===== config.mk =====
export PLATFORM = sky130hd
export DESIGN_NAME = cfg_serial_port
export DESIGN_NICKNAME = d
export VERILOG_FILES = /design/src/rtl/cfg_serial_pkg.sv /design/src/rtl/cfg_in_sync.sv /design/src/rtl/cfg_frame_fsm.sv /design/src/rtl/cfg_cmd_decode.sv /design/src/rtl/cfg_serial_port.sv
export SDC_FILE = /design/constraint.sdc
export NUM_CORES = 1
export LEC_CHECK = 0
export ABC_AREA = 1
export BUFFER_PORTS_ARGS = -buffer_cell sky130_fd_sc_hd__clkbuf_2
export CORE_UTILIZATION = 38
export DETAILED_ROUTE_END_ITERATION = 8
export GPL_ROUTABILITY_DRIVEN = 0
export SETUP_SLACK_MARGIN = 0.1
export SKIP_CTS_REPAIR_TIMING = 1
export SLEW_MARGIN = 0
export SYNTH_ARGS = -nofsm -noshare
export SYNTH_HDL_FRONTEND = slang
export SYNTH_SLANG_ARGS = --single-unit

===== constraint.sdc =====
create_clock -name clk -period 1.74 [get_ports clk]
set_clock_uncertainty 0.1 [all_clocks]
set_input_delay 0.348 -clock clk [delete_from_list [all_inputs] [get_ports clk]]
set_output_delay 0.348 -clock clk [all_outputs]
set_load 0.02 [all_outputs]

===== src/rtl/cfg_serial_pkg.sv =====
package cfg_serial_pkg;

    typedef enum logic [2:0] {
        ST_IDLE,
        ST_CMD,
        ST_DECIDE,
        ST_WDATA,
        ST_RDATA,
        ST_HOLD
    } ser_state_t;

    localparam int CMD_W   = 5;
    localparam int DIR_BIT = 4;
    localparam int EXT_BIT = 3;

    localparam logic [CMD_W-1:0] OPC_CFG_WR  = 5'd23;
    localparam logic [CMD_W-1:0] OPC_PROG_EN = 5'd16;
    localparam logic [CMD_W-1:0] OPC_CFG_RD  = 5'd7;

    localparam int CFG_SLEEP = 15;
    localparam int CFG_GRST  = 14;
    localparam int CFG_TEST  = 9;
    localparam int CFG_BYP   = 8;

endpackage


===== src/rtl/cfg_in_sync.sv =====
module cfg_in_sync #(
    parameter int WIDTH  = 3,
    parameter int STAGES = 2
) (
    input  logic             clk,
    input  logic             rst_n,
    input  logic [WIDTH-1:0] async_i,
    output logic [WIDTH-1:0] sync_o
);

    for (genvar g = 0; g < WIDTH; g++) begin : g_bit
        logic [STAGES-1:0] pipe;

        always_ff @(posedge clk or negedge rst_n) begin
            if (!rst_n) pipe <= '0;
            else        pipe <= {pipe[STAGES-2:0], async_i[g]};
        end

        assign sync_o[g] = pipe[STAGES-1];
    end

endmodule


===== src/rtl/cfg_frame_fsm.sv =====
module cfg_frame_fsm
    import cfg_serial_pkg::*;
#(
    parameter int NORM_BITS = 16,
    parameter int EXT_BITS  = 46,
    parameter int EXT_CLKS  = 4
) (
    input  logic                clk,
    input  logic                rst_n,
    input  logic                sclk_s,
    input  logic                cs_s,
    input  logic                sdi_s,
    input  logic [EXT_BITS-1:0] rd_word,
    output logic [CMD_W-1:0]    cmd_o,
    output logic [EXT_BITS-1:0] wdata_o,
    output logic                commit_o,
    output logic                sdo,
    output logic                sdo_oe
);

    localparam int CNT_W = $clog2(EXT_BITS + 1);
    localparam int SUB_W = (EXT_CLKS > 1) ? $clog2(EXT_CLKS) : 1;
    localparam int CC_W  = $clog2(CMD_W + 1);
    localparam int PAD   = EXT_BITS - NORM_BITS;
    localparam logic [CNT_W-1:0] NORM_LAST = CNT_W'(NORM_BITS - 1);
    localparam logic [CNT_W-1:0] EXT_LAST  = CNT_W'(EXT_BITS - 1);
    localparam logic [SUB_W-1:0] SUB_LAST  = SUB_W'(EXT_CLKS - 1);
    localparam logic [CC_W-1:0]  CMD_LAST  = CC_W'(CMD_W - 1);

    ser_state_t          state, state_nx;
    logic [CMD_W-1:0]    cmd_q;
    logic [CC_W-1:0]     cmd_cnt;
    logic [CNT_W-1:0]    bit_cnt;
    logic [SUB_W-1:0]    sub_cnt;
    logic [EXT_BITS-1:0] wsh, rsh;
    logic                sclk_d, oe_q, commit_q;

    logic             sclk_rise, is_ext, group_end, last_bit;
    logic [CNT_W-1:0] last_idx;

    assign sclk_rise = sclk_s & ~sclk_d;
    assign is_ext    = cmd_q[EXT_BIT];
    assign last_idx  = is_ext ? EXT_LAST : NORM_LAST;
    assign group_end = !is_ext || (sub_cnt == SUB_LAST);
    assign last_bit  = sclk_rise && group_end && (bit_cnt == last_idx);

    // state register
    always_ff @(posedge clk or negedge rst_n) begin
        if (!rst_n) state <= ST_IDLE;
        else        state <= state_nx;
    end

    always_comb begin
        state_nx = state;
        if (!cs_s) begin
            state_nx = ST_IDLE;
        end else begin
            unique case (state)
                ST_IDLE:   state_nx = ST_CMD;
                ST_CMD:    if (sclk_rise && cmd_cnt == CMD_LAST) state_nx = ST_DECIDE;
                ST_DECIDE: state_nx = cmd_q[DIR_BIT] ? ST_WDATA : ST_RDATA;
                ST_WDATA:  if (last_bit) state_nx = ST_HOLD;
                ST_RDATA:  if (last_bit) state_nx = ST_HOLD;
                ST_HOLD:   state_nx = ST_HOLD;
                default:   state_nx = ST_IDLE;
            endcase
        end
    end

    // datapath and outputs
    always_ff @(posedge clk or negedge rst_n) begin
        if (!rst_n) begin
            cmd_q    <= '0;
            cmd_cnt  <= '0;
            bit_cnt  <= '0;
            sub_cnt  <= '0;
            wsh      <= '0;
            rsh      <= '0;
            sclk_d   <= 1'b0;
            oe_q     <= 1'b0;
            commit_q <= 1'b0;
        end else begin
            sclk_d   <= sclk_s;
            commit_q <= 1'b0;
            unique case (state)
                ST_IDLE: begin
                    cmd_cnt <= '0;
                    bit_cnt <= '0;
                    sub_cnt <= '0;
                    wsh     <= '0;
                    oe_q    <= 1'b0;
                end
                ST_CMD: begin
                    if (sclk_rise) begin
                        cmd_q   <= {cmd_q[CMD_W-2:0], sdi_s};
                        cmd_cnt <= cmd_cnt + 1'b1;
                    end
                end
                ST_DECIDE: begin
                    rsh  <= is_ext ? rd_word : {rd_word[NORM_BITS-1:0], {PAD{1'b0}}};
                    oe_q <= !cmd_q[DIR_BIT];
                end
                ST_WDATA: begin
                    if (sclk_rise) begin
                        sub_cnt <= group_end ? '0 : sub_cnt + 1'b1;
                        if (group_end) begin
                            wsh      <= {wsh[EXT_BITS-2:0], sdi_s};
                            bit_cnt  <= bit_cnt + 1'b1;
                            commit_q <= (bit_cnt == last_idx);
                        end
                    end
                end
                ST_RDATA: begin
                    if (sclk_rise) begin
                        sub_cnt <= group_end ? '0 : sub_cnt + 1'b1;
                        if (group_end) begin
                            rsh     <= {rsh[EXT_BITS-2:0], 1'b0};
                            bit_cnt <= bit_cnt + 1'b1;
                        end
                    end
                end
                ST_HOLD: ;
                default: ;
            endcase
            if (!cs_s) oe_q <= 1'b0;
        end
    end

    assign cmd_o    = cmd_q;
    assign wdata_o  = wsh;
    assign commit_o = commit_q;
    assign sdo      = rsh[EXT_BITS-1];
    assign sdo_oe   = oe_q;

endmodule


===== src/rtl/cfg_cmd_decode.sv =====
module cfg_cmd_decode
    import cfg_serial_pkg::*;
#(
    parameter int NORM_BITS = 16,
    parameter int EXT_BITS  = 46
) (
    input  logic                clk,
    input  logic                rst_n,
    input  logic                commit,
    input  logic [CMD_W-1:0]    cmd,
    input  logic [EXT_BITS-1:0] wdata,
    input  logic [EXT_BITS-1:0] ext_rdata,
    output logic [EXT_BITS-1:0] rd_word,
    output logic                sleep_req,
    output logic                test_route,
    output logic                buf_bypass,
    output logic                rst_pulse,
    output logic                prog_en,
    output logic                ext_wr_stb,
    output logic [CMD_W-1:0]    ext_cmd,
    output logic [EXT_BITS-1:0] ext_wdata
);

    logic long_op;
    assign long_op = cmd[EXT_BIT];

    always_ff @(posedge clk or negedge rst_n) begin
        if (!rst_n) begin
            sleep_req  <= 1'b0;
            test_route <= 1'b0;
            buf_bypass <= 1'b0;
            rst_pulse  <= 1'b0;
            prog_en    <= 1'b0;
            ext_wr_stb <= 1'b0;
            ext_cmd    <= '0;
            ext_wdata  <= '0;
        end else begin
            rst_pulse  <= 1'b0;
            ext_wr_stb <= 1'b0;
            if (commit) begin
                if (cmd == OPC_CFG_WR) begin
                    sleep_req  <= wdata[CFG_SLEEP];
                    test_route <= wdata[CFG_TEST];
                    buf_bypass <= wdata[CFG_BYP];
                    rst_pulse  <= wdata[CFG_GRST];
                end else if (cmd == OPC_PROG_EN) begin
                    prog_en <= 1'b1;
                end else if (cmd[DIR_BIT] && long_op && prog_en) begin
                    ext_wr_stb <= 1'b1;
                    ext_cmd    <= cmd;
                    ext_wdata  <= wdata;
                end
            end
        end
    end

    always_comb begin
        rd_word = '0;
        if (cmd == OPC_CFG_RD) begin
            rd_word[CFG_SLEEP] = sleep_req;
            rd_word[CFG_TEST]  = test_route;
            rd_word[CFG_BYP]   = buf_bypass;
        end else if (!cmd[DIR_BIT] && long_op && prog_en) begin
            rd_word = ext_rdata;
        end
    end

endmodule


===== src/rtl/cfg_serial_port.sv =====
module cfg_serial_port
    import cfg_serial_pkg::*;
#(
    parameter int NORM_BITS   = 16,
    parameter int EXT_BITS    = 46,
    parameter int EXT_CLKS    = 4,
    parameter int SYNC_STAGES = 2
) (
    input  logic                clk,
    input  logic                rst_n,
    input  logic                sclk_i,
    input  logic                csel_i,
    input  logic                sdio_i,
    output logic                sdio_o,
    output logic                sdio_oe,
    input  logic [EXT_BITS-1:0] ext_rdata,
    output logic                sleep_req,
    output logic                test_route,
    output logic                buf_bypass,
    output logic                rst_pulse,
    output logic                prog_en,
    output logic                ext_wr_stb,
    output logic [CMD_W-1:0]    ext_cmd,
    output logic [EXT_BITS-1:0] ext_wdata
);

    logic [2:0]          pins_s;
    logic                sclk_s, cs_s, sdi_s;
    logic [CMD_W-1:0]    cmd;
    logic [EXT_BITS-1:0] wdata, rd_word;
    logic                commit;

    cfg_in_sync #(.WIDTH(3), .STAGES(SYNC_STAGES)) u_sync (
        .clk     (clk),
        .rst_n   (rst_n),
        .async_i ({sdio_i, csel_i, sclk_i}),
        .sync_o  (pins_s)
    );
    assign sclk_s = pins_s[0];
    assign cs_s   = pins_s[1];
    assign sdi_s  = pins_s[2];

    cfg_frame_fsm #(
        .NORM_BITS (NORM_BITS),
        .EXT_BITS  (EXT_BITS),
        .EXT_CLKS  (EXT_CLKS)
    ) u_fsm (
        .clk      (clk),
        .rst_n    (rst_n),
        .sclk_s   (sclk_s),
        .cs_s     (cs_s),
        .sdi_s    (sdi_s),
        .rd_word  (rd_word),
        .cmd_o    (cmd),
        .wdata_o  (wdata),
        .commit_o (commit),
        .sdo      (sdio_o),
        .sdo_oe   (sdio_oe)
    );

    cfg_cmd_decode #(.NORM_BITS(NORM_BITS), .EXT_BITS(EXT_BITS)) u_dec (
        .clk        (clk),
        .rst_n      (rst_n),
        .commit     (commit),
        .cmd        (cmd),
        .wdata      (wdata),
        .ext_rdata  (ext_rdata),
        .rd_word    (rd_word),
        .sleep_req  (sleep_req),
        .test_route (test_route),
        .buf_bypass (buf_bypass),
        .rst_pulse  (rst_pulse),
        .prog_en    (prog_en),
        .ext_wr_stb (ext_wr_stb),
        .ext_cmd    (ext_cmd),
        .ext_wdata  (ext_wdata)
    );

endmodule


### Word level (Yosys, flattened, before mapping)

Index checks and enable logic that the tools add are counted.
Widths: inputs -> output; s select.

* add/sub/neg operators: 3
* equal/unequal tests: 21
* multiplexer cells: 38
* bitwise gates (word level): 4
* reduce and logical (&&, ||, !) cells: 26

Operators by type and width (number)
* $mux 46: 6
* $pmux 46 s2: 2
* $mux 30: 1
* $mux 6: 3
* $mux 3: 5
* $pmux 3 s5: 1
* $ne 2x1->1 const B: 7
* $pmux 6 s2: 1
* $reduce_and 3->1: 4
* $mux 1: 11
* $eq 5x5->1 const B: 2
* $reduce_and 2->1: 5
* $eq 3x3->1 const B: 3
* $mux 8: 1
* $reduce_bool 2->1: 4
* $logic_and 1x1->1: 7
* $add 6x1->6 const B: 1
* $eq 3x2->1 const B: 2
* $eq 6x6->1: 1
* $mux 2: 3
* $ne 3x2->1 const B: 2
* $pmux 3 s2: 1
* $eq 5x3->1 const B: 1
* $mux 5: 1
* other kinds (14): 17

* register bits: 177
* input bits: 51
* output and inout port bits: 59

### Longest topological paths before layout

* depth in word-level cells: 7
* mapped depth: 10
* mapped depth without buffers: 10

### Hierarchy

Synthesis repeated with hierarchy kept, for this count alone.

* cells, all modules: 1026
* area total of the unflattened synthesis: 8295.5 µm²

By module, submodules not included
* cfg_frame_fsm: times used 1, cells an instance 672, area an instance 5545.3 µm², seq. area each 2852.7 µm²
* cfg_cmd_decode: times used 1, cells an instance 345, area an instance 2577.5 µm², seq. area each 1426.4 µm²
* cfg_in_sync: times used 1, cells an instance 9, area an instance 172.7 µm², seq. area each 150.1 µm²

### Worst setup path before layout

OpenSTA, ideal clock, no wires.

* path kind: register -> register
* from: register u_fsm.sub_cnt[0]
* to: register u_fsm.rsh[13]
* data arrival time: 1.327 ns
* data required time: 1.505 ns
* setup slack: 0.177 ns
* cell stages (with the launch flop): 7
* path buffers: 1
* cells stage by stage: dfrtp_1 > ha_1 > nor2_1 > nor2_1 > a21oi_2 > clkbuf_1 > o21ai_0

* word-level cells in the longest chain between the ends: 4

RTL lines
* start, declared: line cfg_frame_fsm.sv:34 `logic [SUB_W-1:0] sub_cnt;`
* start signal, assigned: line cfg_frame_fsm.sv:105 `sub_cnt <= group_end ? '0 : sub_cnt + 1'b1;`
* start signal, assigned: line cfg_frame_fsm.sv:115 `sub_cnt <= group_end ? '0 : sub_cnt + 1'b1;`
* $eq 2x2->1: line cfg_frame_fsm.sv:44 `assign group_end = !is_ext || (sub_cnt == SUB_LAST);`
* $logic_or 1x1->1: line cfg_frame_fsm.sv:44
* $ne 2x1->1 (no source line)
* $reduce_and 3->1 (no source line)
* end signal, assigned: line cfg_frame_fsm.sv:100 `rsh <= is_ext ? rd_word : {rd_word[NORM_BITS-1:0], {PAD{1'b0}}};`
* end signal, assigned: line cfg_frame_fsm.sv:117 `rsh <= {rsh[EXT_BITS-2:0], 1'b0};`
* end, declared: line cfg_frame_fsm.sv:35 `logic [EXT_BITS-1:0] wsh, rsh;`

No other way between the ends.
A chain may end at the register's enable or synchronous reset.

### Worst setup path in the final report

* from: register u_fsm.sub_cnt[0]
* to: register u_fsm.rsh[42]

Same word-level chain as after synthesis.

==> results_dict.tcl <==
set metrics [dict create \
    status "finished clean" \
    path_depth 8 \
    r2r_start "u_fsm.sub_cnt[0]$_DFFE_PN0P_" \
    synth.avg_cell_area_um2 9.11 \
    ys_top_cells_by_count "dfrtp_1 (177), nand2_1 (162), inv_1 (109)" \
    crit_start "u_fsm.sub_cnt[0]$_DFFE_PN0P_" \
    port_buffers 109 \
    async_flop_share_pct 100 \
    finalSetupViolations 0 \
    synth.distinct_cells 27 \
    clockBufferDepth 2 \
    synth_edf_count 0 \
    detail_route.first_pass.iterations 5 \
    maxSlewHeadroom_pct 67.9 \
    synth-seq-area-share_pct 60.8 \
    crit_fanout 15 \
    drive_gt1_share_pct 22.4 \
    drt_iter0_drc 232 \
    vias 5674 \
    overflow 0 \
    die_area_um2 19700 \
    r2r_slack_ns 0.13 \
    root_buffer "clkbuf_16" \
    ys_ff_latch 177 \
    numCtsBuffers 17 \
    min_period_ns 1.61 \
    worstPathArrival_ns 1.81 \
    grt_pass1_vias 5286 \
    fin_tns_setup_ns 0 \
    grt_max_degree 71 \
    yosysTopAreaCell "dfrtp_1" \
    critPathCapture "u_fsm.rsh[42]$_DFFE_PN0P_" \
    n_antenna_cell 0 \
    r2r_cells 8 \
    critPathMaxStageDelay_ns 0.36 \
    netlist.area_leader.share_pct 60.8 \
    groute.usage.overall_pct 17.2 \
    criticalPathCategory "reg -> reg" \
    cts.reportedPaths.clkPinSlew_ns 0.07 \
    syn_to_final_growth_pct 25.6 \
    syn-cell-area_um2 7290 \
    remaining_drc_errors 0 \
    maxCapViolations 0 \
    rsz0062_at_grt "yes" \
    hold_violations 0 \
    wire_per_inst_um 14.4 \
    numClockSinks 177 \
    antenna_found_initial 0 \
    wl_mm 16.9 \
    nets 983 \
    path_common_cell "nand2_2" \
    rr_endpoint "u_fsm.rsh[42]$_DFFE_PN0P_" \
    worstMarginPinSlew_ns 0.481 \
    synth.most_common_cell "dfrtp_1" \
    timing.critical_path.to_type "register" \
    start_util_pct 38.8 \
    io_pins 110 \
    cp-start-kind "register" \
    die_x_um 141 \
    post-dp-hpwl_mm 10.7 \
    worstPathRequired_ns 1.94 \
    min-delay-path-class "in -> reg" \
    p_leak_nw 4.30 \
    syn_inst 800 \
    ys_warn_count 0 \
    cp_cell_sequence "ha_2 -> inv_2 -> nand2_2 -> nand2_2 -> buf_6 -> o21ai_4 -> clkbuf_16 -> o21ai_0" \
    crit_family "buffers and inverters" \
    max-vdd-ir-drop_v 0.000795 \
    vias_per_cell 4.83 \
    yosys-top-cells-area "dfrtp_1 (61%), nand2_1 (8.3%), o21ai_0 (6.4%), inv_1 (5.6%), o22ai_1 (4.0%)" \
    clock.fmax_mhz 620 \
    powerDensity_nw_per_um2 1360 \
    grt_pass1_wl_mm 26.8 \
    power.total_mw 12.4 \
    crit_slowest_cell "dfrtp_1" \
    path_buf_inv 3 \
    ys.flop_type "dfrtp_1" \
    drtAntennaViolNets 0 \
    syn-num-nets 855 \
    fin_crit_sh_pct 92.6 \
    std_cell_rows 50 \
    final-max-slew-violation-count 0 \
    core-area_um2 18800 \
    die_y_um 141 \
    cts.htree.levels 4 \
    worstSkewPairLatency_ns 0.42 \
    cts_tree "built" \
]
==> layout by cell type, fill, tap and decap left out, drive strengths merged <==
master,synthesis,layout
nand3,25,25
nor3,1,1
clkbuf,14,131
dfrtp,177,177
clkinv,0,5
a31oi,2,2
o21ai,124,124
inv,112,119
nand2,164,164
o22ai,47,47
or2,7,7
o211ai,2,2
a21oi,40,40
xor2,1,1
ha,4,4
buf,27,32
dlygate4sd3,0,4
nor2,49,49
bufinv,0,2
nor4,1,1
nand4,3,3
==> cell families (layout without fill, tap and decap cells) <==
group / Yosys count / in the layout / share of synthesized area, %
xor+xnor: 1 / 1 / 0.120
fa+ha+maj: 4 / 4 / 0.686
flops: 177 / 177 / 60.8
compound gates: 215 / 215 / 15.7
buf+inv: 153 / 293 / 8.89
simple gates: 250 / 250 / 13.8
==> power by group <==
group          internal, mW  total, mW  switching (mW)  leakage, nW
Combinational          1.45       3.38            1.93         1.58
Clock                  2.17       3.92            1.75        0.297
Sequential             4.75       5.12           0.374         2.43
Total                  8.37       12.4            4.05         4.30
==> worst min-delay path by stage <==
stage                        from                            to  slack [ns]  depth (start not counted)
finish               ext_rdata[0]      u_fsm.rsh[0]$_DFFE_PN0P_        0.08                          3
global route        ext_rdata[29]     u_fsm.rsh[29]$_DFFE_PN0P_        0.09                          3
global placement            rst_n     u_fsm.rsh[31]$_DFFE_PN0P_        0.22                          1
CTS                         rst_n     u_fsm.rsh[31]$_DFFE_PN0P_       -0.23                          1
floorplan                   rst_n  u_dec.buf_bypass$_DFFE_PN0P_       -0.05                          0
detailed placement          rst_n     u_fsm.rsh[31]$_DFFE_PN0P_        0.22                          1
==> metal layers <==
| metal | vias up | global-route usage, % | part of all wire [%] |
|---|---|---|---|
| met5 | - | 0 | 0 |
| met4 | 0 | 5.84 | 0.85 |
| met3 | 9 | 3.52 | 4.7 |
| met2 | 111 | 25.8 | 45 |
| met1 | 2709 | 24.6 | 49 |
| li1 | 2845 | - | - |
==> metrics by stage <==
stage | cells | instance area (um2) | util [%] | setup WS (ns) | hold slack (ns)
final | 1174 | 9160 | 48.8 | 0.128 | 0.0816
after global routing | 1174 | 9160 | 48.8 | 0.0282 | 0.0890
after CTS | 1159 | 8830 | 47.0 | 0.0485 | -0.231
after detailed placement | 1128 | 8230 | 43.9 | 0.0730 | 0.222
after global placement | 1128 | 8230 | 43.9 | 0.113 | 0.219
after floorplan | 800 | 7290 | - | 0.177 | -0.0476
==> area by class of cell <==
| class | instances | area, um2 |
|---|---|---|
| fillers | 1757 | 9610 |
| flip-flops and latches | 177 | 4430 |
| multi-input cells | 470 | 2300 |
| repair buffers | 150 | 1110 |
| clock buffers | 17 | 425 |
| inverters | 112 | 423 |
| well taps | 234 | 293 |
| clock inverters | 14 | 173 |
==> worst register-to-register path: stages (launching register included) <==
cell and delay (ns):
dfrtp_1 0.36, ha_2 0.20, inv_2 0.04, nand2_2 0.05, nand2_2 0.06, buf_6 0.13, o21ai_4 0.25, clkbuf_16 0.22
o21ai_0 0.09
==> flip-flops by register name, summed over array words and instances, names as in the netlist <==
register           count
u_dec.ext_wdata       46
u_fsm.rsh             46
u_fsm.wdata_o         46
u_fsm.bit_cnt          6
u_sync.g_bit.pipe      6
u_dec.ext_cmd          5
u_fsm.cmd_o            5
u_fsm.cmd_cnt          3
u_fsm.state            3
u_fsm.sub_cnt          2
u_dec.buf_bypass       1
u_dec.ext_wr_stb       1
u_dec.prog_en          1
u_dec.rst_pulse        1
u_dec.sleep_req        1
u_dec.test_route       1
u_fsm.commit_o         1
u_fsm.sclk_d           1
u_fsm.sdo_oe           1
(Power assumes the default switching activity.)
